**src/rtl/gpio_pinmux.sv**
```systemverilog
module gpio_pinmux #(
  parameter int DATA_W = 16,
  parameter int ADDR_W = 12
) (
  input  logic              clk,
  input  logic              rst_n,
  input  logic              wr_en,
  input  logic              rd_en,
  input  logic [ADDR_W-1:0] addr,
  input  logic [DATA_W-1:0] wdata,
  output logic [DATA_W-1:0] rdata,
  input  logic [DATA_W-1:0] pad_in,
  input  logic [DATA_W-1:0] alt_src0,
  input  logic [DATA_W-1:0] alt_src2,
  input  logic [DATA_W-1:0] alt_src3,
  output logic [DATA_W-1:0] pad_out,
  output logic [DATA_W-1:0] pad_oe
);
  localparam int NPINS = DATA_W;
  localparam logic [ADDR_W-1:0] OFS_FSEL_LO = ADDR_W'('h200);
  localparam logic [ADDR_W-1:0] OFS_FSEL_HI = ADDR_W'('h204);
  localparam logic [ADDR_W-1:0] OFS_DIR     = ADDR_W'('h208);
  localparam logic [ADDR_W-1:0] OFS_DOUT    = ADDR_W'('h20C);
  localparam logic [ADDR_W-1:0] OFS_DIN     = ADDR_W'('h210);
  localparam logic [1:0] CODE_GPIO = 2'd1;

  logic [DATA_W-1:0]  fsel_lo, fsel_hi, dir_in, dout;
  logic [NPINS-1:0]   sync_a, sync_b;
  logic [2*NPINS-1:0] fsel_all;

  assign fsel_all = {fsel_hi, fsel_lo};

  always_ff @(posedge clk or negedge rst_n) begin
    if (!rst_n) begin
      fsel_lo <= '0;
      fsel_hi <= '0;
      dir_in  <= '1;
      dout    <= '0;
    end else if (wr_en) begin
      case (addr)
        OFS_FSEL_LO: fsel_lo <= wdata;
        OFS_FSEL_HI: fsel_hi <= wdata;
        OFS_DIR:     dir_in  <= wdata;
        OFS_DOUT:    dout    <= wdata;
        default: ;
      endcase
    end
  end

  always_ff @(posedge clk) begin
    sync_a <= pad_in;
    sync_b <= sync_a;
  end

  always_comb begin
    rdata = '0;
    if (rd_en) begin
      case (addr)
        OFS_FSEL_LO: rdata = fsel_lo;
        OFS_FSEL_HI: rdata = fsel_hi;
        OFS_DIR:     rdata = dir_in;
        OFS_DOUT:    rdata = dout;
        OFS_DIN:     rdata = sync_b;
        default:     rdata = '0;
      endcase
    end
  end

  assign pad_oe = ~dir_in;

  for (genvar p = 0; p < NPINS; p++) begin : g_pin
    logic [1:0] code;
    assign code = fsel_all[2*p +: 2];
    always_comb begin
      case (code)
        CODE_GPIO: pad_out[p] = dout[p];
        2'd2:      pad_out[p] = alt_src2[p];
        2'd3:      pad_out[p] = alt_src3[p];
        default:   pad_out[p] = alt_src0[p];
      endcase
    end
  end
endmodule

```
**config.mk**
```make
export PLATFORM = sky130hd
export DESIGN_NAME = gpio_pinmux
export DESIGN_NICKNAME = d
export VERILOG_FILES = /design/src/rtl/gpio_pinmux.sv
export SDC_FILE = /design/constraint.sdc
export NUM_CORES = 1
export LEC_CHECK = 0
export BUFFER_PORTS_ARGS = -buffer_cell sky130_fd_sc_hd__buf_2
export CAP_MARGIN = 5
export CORE_ASPECT_RATIO = 0.9
export CORE_MARGIN = 8
export CORE_UTILIZATION = 37
export DETAILED_ROUTE_END_ITERATION = 7
export PLACE_DENSITY = 0.59
export SETUP_SLACK_MARGIN = 0.3
export SLEW_MARGIN = 25
export SYNTH_ARGS = -nofsm -noshare
export SYNTH_HDL_FRONTEND = slang
export SYNTH_SLANG_ARGS = --single-unit
```
**constraint.sdc**
```tcl
create_clock -name clk -period 3.2 [get_ports clk]
set_input_delay 0.64 -clock clk [delete_from_list [all_inputs] [get_ports clk]]
set_output_delay 0.64 -clock clk [all_outputs]
set_load 0.03 [all_outputs]
```
* Word level (Yosys, flattened, before mapping)
Index checks and enable logic that the tools add are counted.
** Word-level totals
- Output and inout port bits :: 48
- Input bits :: 96
- Word-level logic and storage cells :: 82
- Flip-flop bits (word level) :: 96
** Cells by class
- Reductions and logical operators :: 4
- Eq/ne operators :: 53
- Bitwise operators :: 1
- Multiplexer cells :: 18
** Operator list (number)
- case mux 16 bit (5 select lines) :: 1
- == test 2 bit, second input constant :: 32
- == test 12 x 10 -> 1 bit, second input constant :: 5
- case mux 1 bit (3 select lines) :: 16
- == test 2 x 1 -> 1 bit, second input constant :: 16
- 2-to-1 mux 16 bit :: 1
- inverter 16 bit :: 1
- AND reduction 2 bit :: 4

* Depth between registers and ports, before layout
Gate-level depths: netlist of run 1.
- Word-level depth :: 3
- Gate-level depth with buffers :: 6
- Depth with buffers taken out :: 4

* Least setup slack after synthesis of run 1
OpenSTA, ideal clock, no wires.
- Kind :: input to output
- Start point :: input addr[5]
- End point :: output rdata[10]
- Required time :: 2.560 ns
- Path slack :: 0.141 ns
- Cell stages on the path :: 6
- Arrival :: 2.419 ns
- Buffers on the path :: 2
- Cells stage by stage :: or3_1 clkbuf_1 nor3_2 o2111ai_1 clkbuf_1 a21oi_1
** Between the ends
- Word-level cells in the longest chain between the ends :: 3
- Elaborated cells between the ends (all ways) :: 7
- Those cells by class :: 5 x eq/ne; 2 x mux
** RTL lines
- start, declared :: line 9 : input logic [ADDR_W-1:0] addr,
- == test 12 x 10 -> 1 bit :: line 58 : case (addr)
- case mux 16 bit (5 select lines) (*) :: line 58
- 2-to-1 mux 16 bit (*) :: line 57 : if (rd_en) begin
- end, declared :: line 11 : output logic [DATA_W-1:0] rdata,
Mark *: on every way between the ends. The rest lies on a longest branch, timed or not.

* Worst setup path in the final report of run 1
- Start point :: input addr[8]
- End point :: output rdata[7]
The elaborated chain is that of the path after synthesis.

==> summary.md, run 1 <==
| Metric | Value |
|---|---|
| Status | `complete, no violations` |
| P_int | `approximately 0.0020 W` |
| First-pass GRT wire length | `~22000 um` |
| Reg power frac | `0.494` |
| Ports | `approximately 140` |
| TritonCTS Sinks | `96` |
| P_sw | `roughly 0.00057 W` |
| FMAX | `348 MHz` |
| Vias | `approximately 3.6k` |
| Reg clk slew, reported paths | `0.06 ns` |
| Hold crit path type | `input pin to async pin` |
| FF-to-FF setup slack | `between 2 and 2.5 ns` |
| Post-synthesis sequential area ratio | `0.507` |
| CP required | `2.56 ns` |
| Root buffer cell | `clkbuf_16` |
| Final WL | `around 14000 um` |
| MaxCap Viol Count | `0` |
| Final hold violations | `0` |
| FILL cells | `around 1.1k` |
| Die width | `about 130 um` |
| Post-synth cell types | `35` |
| Fin crit period | `between 2 and 3 ns` |
| H-tree levels | `3` |
| DRC Markers | `0` |
| Die Area | `~0.016 mm^2` |
| Area growth syn-to-layout | `31.4%` |
| Initial Utilization | `0.375` |
| Final #Nets | `599` |
| Mapped Cells | `roughly 340` |
| Synthesized area per cell | `13.0 um^2` |
| Met1 GRT Util | `0.233` |
| Placed Cells | `between 600 and 700` |
| Reg2reg end | `dout[8]` |
| Synth Warn # | `0` |
| Finished Layout Cells | `~670` |
| Largest net degree at the start of global routing | `33` |
| N_diodes | `0` |
| Final Worst Setup Slack | `0.328 ns` |
| Combinational Power Share | `0.081` |
| Clock Latency Late Sink | `roughly 0.34 ns` |
| DR WL/cell | `approximately 21 um` |
| Peak VDD IR | `about 0.00026 V` |
| Placement Setup Slack | `~0.11 ns` |
| GRT overflow | `0` |
| Multi-input gate area | `just over 0.002 mm^2` |
| Pwr Total | `approximately 0.0025 W` |
| Clk buf depth | `2` |
| Net Count, Synth | `between 400 and 500` |
| Reg2reg start | `dout[8]` |
| Switching Fraction | `0.225` |
| Worst slew pin tran | `~0.42 ns` |
| Sequential cell area | `about 0.0023 mm^2` |
| GR peak layer | `met2` |
| CTS tree | `yes` |
| Setup Viol. Count Final | `0` |
| Site Rows | `38` |
| HPWL Detailed | `10800 um` |
| Buffers on Ports | `between 100 and 150` |
| Clock skew | `approximately 0.0022 ns` |
| DRT iter0 DRCs | `around 230` |
| Worst reg2reg path depth | `1` |
| Pwr dens | `about 430 mW/mm^2` |
| Share of layout cells above drive strength 1 | `0.587` |
| CP max FO | `7` |
| Utilization after layout | `0.493` |
| Setup crit end kind | `output pin` |
| M3 GR Usage | `0.0643` |
| Gpl congestion | `slightly above 0.8` |
| Vias in the first global route | `about 4k` |
| Via/cell ratio | `between 5 and 6` |
| Setup TNS Final | `0 ns` |
| Chip Height | `around 120 um` |
| Num CTS Buffers | `9` |
| Hold_buf cts | `0` |
| Seq cells post-synth | `96` |
| Slew HR | `0.720` |
| Core area | `0.0119 mm^2` |
| Setup CP Type | `input pin to output pin` |
| Clock share of power | `0.425` |
| DR pass1 iterations | `4` |
| Cell Area, Synth | `about 0.0045 mm^2` |
| Critical Path Source Type | `input pin` |
| RSZ-0062 raised after global routing | `yes` |
| Leakage power | `~2.7 nW` |
| Arr. time, crit path | `2.23 ns` |
| Initial antenna violation count | `0` |
| GR Util met2 | `0.276` |
| Remaining antenna violation count | `0` |
| GRT Total Usage | `0.181` |
| Final Max Tran Viols | `0` |
| Tcrit/Tclk final | `0.898` |
[worst max-delay path, cell delays in order]
cell,delay (ns)
buf_2,0.12
nor4b_4,0.32
buf_12,0.16
nand4_1,0.13
buf_4,0.20
o32a_1,0.32
a21oi_1,0.15
buf_4,0.19
[sequential cells by signal (all words and copies together) (netlist names)]
register  flops
sync_b       16
sync_a       16
fsel_lo      16
dout         16
fsel_hi      16
dir_in       16
[worst max-delay path by stage]
stage | from | to | slack [ns] | cells past startpoint
after detailed placement | addr[1] | rdata[10] | 0.11 | 7
after global placement | addr[1] | rdata[2] | 0.17 | 7
after global routing | addr[5] | rdata[12] | 0.25 | 7
after CTS | addr[1] | rdata[10] | 0.30 | 8
after floorplan | addr[5] | rdata[10] | 0.14 | 6
final | addr[8] | rdata[7] | 0.33 | 8
[logic make-up after synthesis]
group,Yosys count,synth area share
AND/OR/NAND/NOR,61,0.0811
multiplexers,98,0.293
buffers and inverters,40,0.0401
flip-flops,96,0.507
AO/OA/AOI/OAI,47,0.0783
[synthesized netlist by cell type]
cell type	instances	area share
mux2_4	10	0.034
o2111ai_1	1	0.0020
nor4b_1	1	0.0020
nand2b_1	1	0.0014
and2_1	1	0.0014
buf_1	3	0.0025
nand2_1	6	0.0051
buf_2	4	0.0045
dfstp_2	16	0.094
nand3_1	1	0.0011
a22o_1	3	0.0059
buf_6	1	0.0025
nor3_1	9	0.010
mux4_2	16	0.081
mux2_2	60	0.15
dfrtp_1	48	0.27
clkbuf_1	14	0.012
o211ai_1	8	0.013
o32a_1	12	0.027
dfxtp_1	32	0.14
or4b_1	1	0.0022
and4_1	1	0.0020
or4b_4	1	0.0031
mux2i_1	12	0.027
nor2_1	5	0.0042
a32o_1	3	0.0067
buf_12	1	0.0045
inv_1	17	0.014
and3_1	8	0.011
nor2b_1	5	0.0070
nand4_1	19	0.027
or3_1	1	0.0014
a32oi_1	1	0.0020
nor3_2	1	0.0022
a21oi_1	19	0.021
[cell usage in the layout (no fill, tap or decap), drive strengths merged]
master and instances:
a32o 3, nor3 10, bufinv 1, buf 173, dfxtp 32, mux4 16, a32oi 1, mux2i 12
inv 17, nor2 5, or3 1, and4 1, o2111ai 1, nor4b 1, o32a 12, dfstp 16
or4b 2, a22o 3, nand3 1, nor2b 5, dfrtp 48, nand2 6, mux2 70, o211ai 8
clkinv 2, nand2b 1, nand4 19, a21oi 19, clkbuf 13, and2 1, and3 8
[cell type report]
cell class | instances | area share
repair buffers | 173 | 0.167
flip-flops and latches | 96 | 0.386
well taps | 160 | 0.0342
inverters | 17 | 0.0109
multi-input cells | 206 | 0.352
clock inverters | 3 | 0.00748
clock buffers | 13 | 0.0427
[timing repair]
action / in CTS / in global routing
setup buffers: 2 / 8
endpoints found under the setup margin: 13 / 13
pin swaps: 0 / 2
resized for setup: 7 / 16
cloned: 0 / 0
[through the flow]
stage	area (um^2)	hold WS, ns
6_report	5860	0.110
3_5_place_dp	5430	0.312
5_1_grt	5860	0.0988
3_3_place_gp	5430	0.312
2_1_floorplan	4460	0.310
4_1_cts	5770	0.101
[metal layers]
metal  routed length (um)  part of all wire
met1                 6320              0.45
met2                 6310              0.45
met3                 1190             0.084
met4                  287             0.020
met5                    0                 0
[power by group through the flow]
stage	registers, W	logic [W]	clock network [W]
detailed placement	0.00127	0.000199	0
global route	0.00125	0.000223	0.00113
global placement	0.00127	0.000195	0
floorplan	0.00126	0.0000822	0
CTS	0.00124	0.000203	0.00109
finish	0.00124	0.000204	0.00107
No activity file was read; power rests on OpenSTA's default activity.
==> inputs of run 2 (changes only) <==
Settings changed: CORE_MARGIN 8 to 1, REMOVE_ABC_BUFFERS set to 1.
==> run 2 against run 1 <==
Net effect: routed wire length fell by 5.2%; cell area rose by 1.2%; die area fell by 21%; critical path depth fell by 1; critical path type unchanged; largest cell class unchanged; largest power group unchanged.
==> summary.md, run 2 (same netlist as run 1, synthesis figures left out) <==
| Metric | Value |
|---|---|
| Via/cell ratio | `about 5.4` |
| CP max stage delay | `about 0.4 ns` |
| Chip Height | `between 100 and 150 um` |
| Die Area | `roughly 0.012 mm^2` |
| Worst hold margin | `approximately 0.33 ns` |
| DR pass1 iterations | `4` |
| Die width | `between 100 and 150 um` |
| Clock Latency Late Sink | `roughly 0.34 ns` |
| Final hold violations | `0` |
| Hold crit path type | `register to register` |
| Setup crit end kind | `output pin` |
| Peak VDD IR | `roughly 0.00034 V` |
| Leakage power | `around 2.7 nW` |
| Buf+Inv Stages, Crit Path | `3` |
| FF-to-FF setup slack | `roughly 2.4 ns` |
| Reg2reg end | `fsel_lo[3]` |
| MaxCap Viol Count | `0` |
| Final WL | `approximately 13000 um` |
| Clk buf depth | `2` |
| Clock skew | `roughly 0.0015 ns` |
| Initial antenna violation count | `1` |
| Placement Setup Slack | `0.175 ns` |
| Setup Viol. Count Final | `0` |
| FILL cells | `1081` |
| Remaining antenna violation count | `0` |
| Root buffer cell | `clkbuf_16` |
| Gpl congestion | `0.802` |
| CP Cell Sequence | `buf_2 > or3_4 > nor3_4 > o2111ai_2 > buf_4 > a21oi_1 > buf_4` |
| Critical Path Source Type | `input pin` |
| Vias in the first global route | `3616` |
| Fin crit period | `around 2.9 ns` |
| Setup CP Type | `input pin to output pin` |
| Arr. time, crit path | `2.25 ns` |
| Vias | `between 3k and 4k` |
| Worst slew pin tran | `a little over 0.8 ns` |
| RSZ-0062 raised after global routing | `yes` |
| Most frequent cells in the layout | `128 x buf_2, 60 x mux2_2, 48 x dfrtp_1` |
| CP required | `about 2.6 ns` |
| Worst setup path start | `addr[5]` |
| Pwr dens | `between 400 and 500 mW/mm^2` |
| Reg clk slew, reported paths | `0.06 ns` |
| Status | `complete, no violations` |
| Delay-heaviest family, CP | `simple AND/OR/NAND/NOR gates` |
| H-tree levels | `3` |
| Most Frequent Cell on Critical Path | `buf_4` |
| GRT Total Usage | `0.224` |
| Reg2reg start | `fsel_lo[3]` |
| DRT iter0 DRCs | `191` |
| Pwr Total | `approximately 0.0026 W` |
| Commonest non-fill, non-tap cell in the layout | `buf_2` |
| Largest net degree at the start of global routing | `34` |
| Worst reg2reg path depth | `1` |
| Crit-path slowest cell | `or3_4` |
| Num CTS Buffers | `9` |
| Slew HR | `0.453` |
| Buffers on Ports | `around 140` |
| Core area | `0.0116 mm^2` |
| Area growth syn-to-layout | `32.9%` |
| Instance count on the critical path | `7` |
| Ports | `around 140` |
| Hold_buf cts | `0` |
| Final Worst Setup Slack | `~0.31 ns` |
| First-pass GRT wire length | `around 21000 um` |
| Final #Nets | `roughly 600` |
| Tcrit/Tclk final | `0.902` |
| Critical Path End | `rdata[6]` |
| Site Rows | `37` |
| Final Max Tran Viols | `0` |
| DRC Markers | `0` |
| TritonCTS Sinks | `96` |
| DR WL/cell | `slightly above 20 um` |
| FMAX | `about 350 MHz` |
| GRT overflow | `0` |
| CTS tree | `yes` |
| CP max FO | `9` |
| Initial Utilization | `0.385` |
| Share of layout cells above drive strength 1 | `0.603` |
| HPWL Detailed | `around 10000 um` |
==> run 2: per-layer routing <==
metal	vias to the layer above	global-route usage	share of wire
met4	0	0.0549	0.0090
met3	7	0.0526	0.073
li1	1621	-	-
met1	1780	0.312	0.45
met2	149	0.350	0.47
met5	-	0	0
==> run 2: report_power, final <==
part           switching, W  total, W  internal [W]
combinational      0.000122  0.000209     0.0000872
clock              0.000428   0.00116      0.000734
sequential       0.00000984   0.00124       0.00123
total              0.000560   0.00261       0.00206
==> run 2: through the flow <==
step | TNS (ns) | instances | util | instance area (um^2)
2_1_floorplan | -109.02 | 319 | - | 4340
3_3_place_gp | 0 | 644 | 0.472 | 5470
3_5_place_dp | 0 | 644 | 0.472 | 5470
4_1_cts | 0 | 662 | 0.505 | 5840
5_1_grt | 0 | 662 | 0.512 | 5920
6_report | 0 | 663 | 0.512 | 5930
==> run 2: how the worst min path moves through the flow <==
stage | startpoint | to | slack [ns] | depth (start not counted)
floorplan | sync_a[0] | sync_b[0] | 0.31 | 0
detailed placement | sync_a[12] | sync_b[12] | 0.31 | 0
CTS | sync_a[12] | sync_b[12] | 0.33 | 0
global route | sync_a[1] | sync_b[1] | 0.33 | 0
finish | sync_a[10] | sync_b[10] | 0.33 | 0
global placement | sync_a[2] | sync_b[2] | 0.31 | 0
==> run 2: area by class of cell <==
type	instances	area (um^2)	share of cell area
diodes	1	2.50	0.000422
clock buffers	15	308	0.0519
clock inverters	1	30.0	0.00507
inverters	17	63.8	0.0108
multi-input cells	206	2090	0.352
flip-flops and latches	96	2260	0.382
well taps	156	195	0.0329
repair buffers	171	976	0.165
==> run 2: timing repair <==
action | CTS | global route
pin swaps | 1 | 3
setup endpoints to repair | 16 | 13
gates cloned | 0 | 0
setup buffers | 2 | 0
gates resized for setup | 3 | 38
==> inputs of run 3 (changes only) <==
Settings changed: ABC_AREA set to 1.
==> run 3 against run 2 <==
Net effect: routed wire length decreased by 4.8%; fmax rose by 6.6%; setup slack better by 0.18 ns; clock power about the same; die area is 3.0% higher; sequential power hardly changed; critical endpoint is now rdata[12]; largest power group unchanged; highest routed layer unchanged.
==> summary.md, run 3 <==
| Metric | Value |
|---|---|
| N_diodes | `0` |
| DRC Markers | `0` |
| Area growth syn-to-layout | `25.5%` |
| Status | `complete, no violations` |
| Worst min-delay path startpoint | `sync_a[2]` |
| Most numerous cell in the Yosys netlist | `nand3_1` |
| Combinational Power Share | `0.067` |
| MaxCap Viol Count | `0` |
| Site Rows | `38` |
| Cell Area, Synth | `0.00459 mm^2` |
| DRT met1 WL | `between 6000 and 7000 um` |
| Fin crit period | `between 2 and 3 ns` |
| EDFF count, synth | `0` |
| Clock share of power | `0.449` |
| Ports | `roughly 140` |
| Reg clk slew, reported paths | `roughly 0.060 ns` |
| H-tree levels | `3` |
| P_int | `between 0.002 and 0.0025 W` |
| Worst setup path start | `addr[1]` |
| Reg2reg start | `dir_in[10]` |
| Reg power frac | `0.484` |
| Clock Latency Late Sink | `between 0.3 and 0.4 ns` |
| Share of layout cells above drive strength 1 | `0.321` |
| Share of synthesized registers carrying an async set or reset | `0.667` |
| Die width | `around 120 um` |
| DR pass1 iterations | `6` |
| Ys flop type | `dfrtp_1` |
| Delay-heaviest family, CP | `simple AND/OR/NAND/NOR gates` |
| Root buffer cell | `clkbuf_16` |
| Mapped Cells | `~570` |
| Num CTS Buffers | `9` |
| Final #Nets | `around 800` |
| DRT iter0 DRCs | `approximately 220` |
| Met3 routed WL | `around 800 um` |
| Commonest non-fill, non-tap cell in the layout | `buf_2` |
| Post-synth top area cell | `dfrtp_1` |
| Clock skew | `between 0.001 and 0.0015 ns` |
| Hold crit path type | `register to register` |
| Utilization after layout | `0.477` |
| Routed met2 length | `5720 um` |
| CP Cell Sequence | `buf_2 > nor2_2 > nand2_2 > nor2_4 > buf_4 > nand3_1 > nand3_1 > nor2_1 > nor2_1 > buf_2` |
| Switching Fraction | `0.219` |
| Placed Cells | `around 850` |
| Final WL | `12700 um` |
| HPWL Detailed | `~9000 um` |
| Pwr dens | `~450 mW/mm^2` |
| Peak VDD IR | `between 0.0002 and 0.0003 V` |
| Buffers on Ports | `143` |
| Chip Height | `about 110 um` |
| P_sw | `~0.00056 W` |
| Critical Path Source Type | `input pin` |
| Remaining antenna violation count | `0` |
| Vias in the first global route | `about 4.0k` |
| Finished Layout Cells | `~870` |
| Synth top area share | `0.262` |
| Slew HR | `0.503` |
| Setup TNS Final | `0 ns` |
| Post-synth cell types | `25` |
| DR WL/cell | `around 15 um` |
| Gpl congestion | `between 0.8 and 0.9` |
| Tcrit/Tclk final | `0.846` |
| Final hold violations | `0` |
| Synthesized area per cell | `just over 8 um^2` |
| First-pass GRT wire length | `between 20000 and 25000 um` |
| DR top layer | `met4` |
| Vias | `approximately 4.2k` |
| Worst hold margin | `0.327 ns` |
| Arr. time, crit path | `slightly above 2 ns` |
| Hold_buf cts | `0` |
| FMAX | `369 MHz` |
| Leakage power | `2.65 nW` |
| Clk buf depth | `2` |
| Most frequent cells in the layout | `143 x buf_2, 96 x nand3_1, 84 x nor2_1` |
| GRT Total Usage | `0.208` |
| Synth top cells by count | `96 x nand3_1, 84 x nor2_1, 71 x nand2_1, 66 x inv_1, 48 x dfrtp_1` |
| CP required | `~2.6 ns` |
| Setup Viol. Count Final | `0` |
| Setup crit end kind | `output pin` |
| Initial antenna violation count | `0` |
| RSZ-0062 raised after global routing | `no` |
| Final Max Tran Viols | `0` |
| Post-synthesis sequential area ratio | `0.493` |
| CP max stage delay | `0.28 ns` |
| GRT overflow | `0` |
| Largest net degree at the start of global routing | `40` |
| Via/cell ratio | `4.85` |
| Setup CP Type | `input pin to output pin` |
| Initial Utilization | `0.380` |
| Synth Warn # | `0` |
| CTS tree | `yes` |
| Pwr Total | `0.00257 W` |
| Core area | `between 0.01 and 0.015 mm^2` |
| Die Area | `~0.013 mm^2` |
| Crit-path slowest cell | `buf_4` |
| Buf+Inv Stages, Crit Path | `3` |
| Top cells by area, synth | `dfrtp_1 26%, dfxtp_1 14%, nand3_1 10%` |
| Seq cells post-synth | `96` |
| TritonCTS Sinks | `96` |
| Worst slew pin tran | `0.745 ns` |
| CP max FO | `19` |
run 3: cell count changes after synthesis, sizes merged, moves of 10 or more:
cell | before | now
a21oi | 19 | 0
buf | 9 | 23
inv | 17 | 67
mux2 | 70 | 0
mux2i | 12 | 0
mux4 | 16 | 0
nand2 | 6 | 88
nand3 | 1 | 99
nand4 | 19 | 0
nor2 | 5 | 91
nor3 | 10 | 0
o21ai | 0 | 80
o32a | 12 | 0
o32ai | 0 | 16
run 3: cells by family after synthesis:
family                 after synthesis  share of synthesized area
AND/OR/NAND/NOR                    280                      0.283
flip-flops                          96                      0.493
AO/OA/AOI/OAI                       96                      0.129
buffers and inverters               95                     0.0956
run 3: through the flow:
| stage | instance area [um^2] | setup slack (ns) |
|---|---|---|
| floorplan | 4410 | 0.0895 |
| global placement | 5420 | 0.389 |
| detailed placement | 5420 | 0.381 |
| CTS | 5740 | 0.372 |
| global route | 5760 | 0.377 |
| finish | 5760 | 0.493 |
run 3: timing repair:
action | in CTS | in global routing
setup buffers | 0 | 1
endpoints found under the setup margin | 0 | 15
resized for setup | 0 | 1
endpoints found under the hold margin | 0 | 0
run 3: layout make-up:
cell class / instances / area [um^2]
timing repair buffer: 153 / 832
clock buffer: 11 / 243
multi-input combinational: 376 / 1890
tap: 160 / 200
fill: 1209 / 6310
inverter: 67 / 254
clock inverter: 5 / 80.1
sequential: 96 / 2260
run 3: path summary, 6_finish.rpt:
check / slack (ns) / depth (start not counted) / end
max: 0.49 / 10 / rdata[12]
min: 0.33 / 0 / sync_b[2]
max reg2reg: 2.38 / 2 / dir_in[10]
min reg2reg: 0.33 / 0 / sync_b[2]
max in group asynchronous: 2.13 / 2 / dir_in[13]
min in group asynchronous: 0.35 / 1 / dout[14]
run 3: routing by layer:
layer	GRT usage	vias up
met4	0.0804	0
met1	0.281	1928
met5	0	-
li1	-	2129
met2	0.331	141
met3	0.0360	13
run 3: power by group through the flow:
stage               Combinational [W]  Clock (W)  Sequential (W)
floorplan                   0.0000669          0         0.00126
global placement             0.000169          0         0.00127
detailed placement           0.000171          0         0.00127
CTS                          0.000172    0.00118         0.00124
global route                 0.000189    0.00123         0.00125
finish                       0.000172    0.00115         0.00124
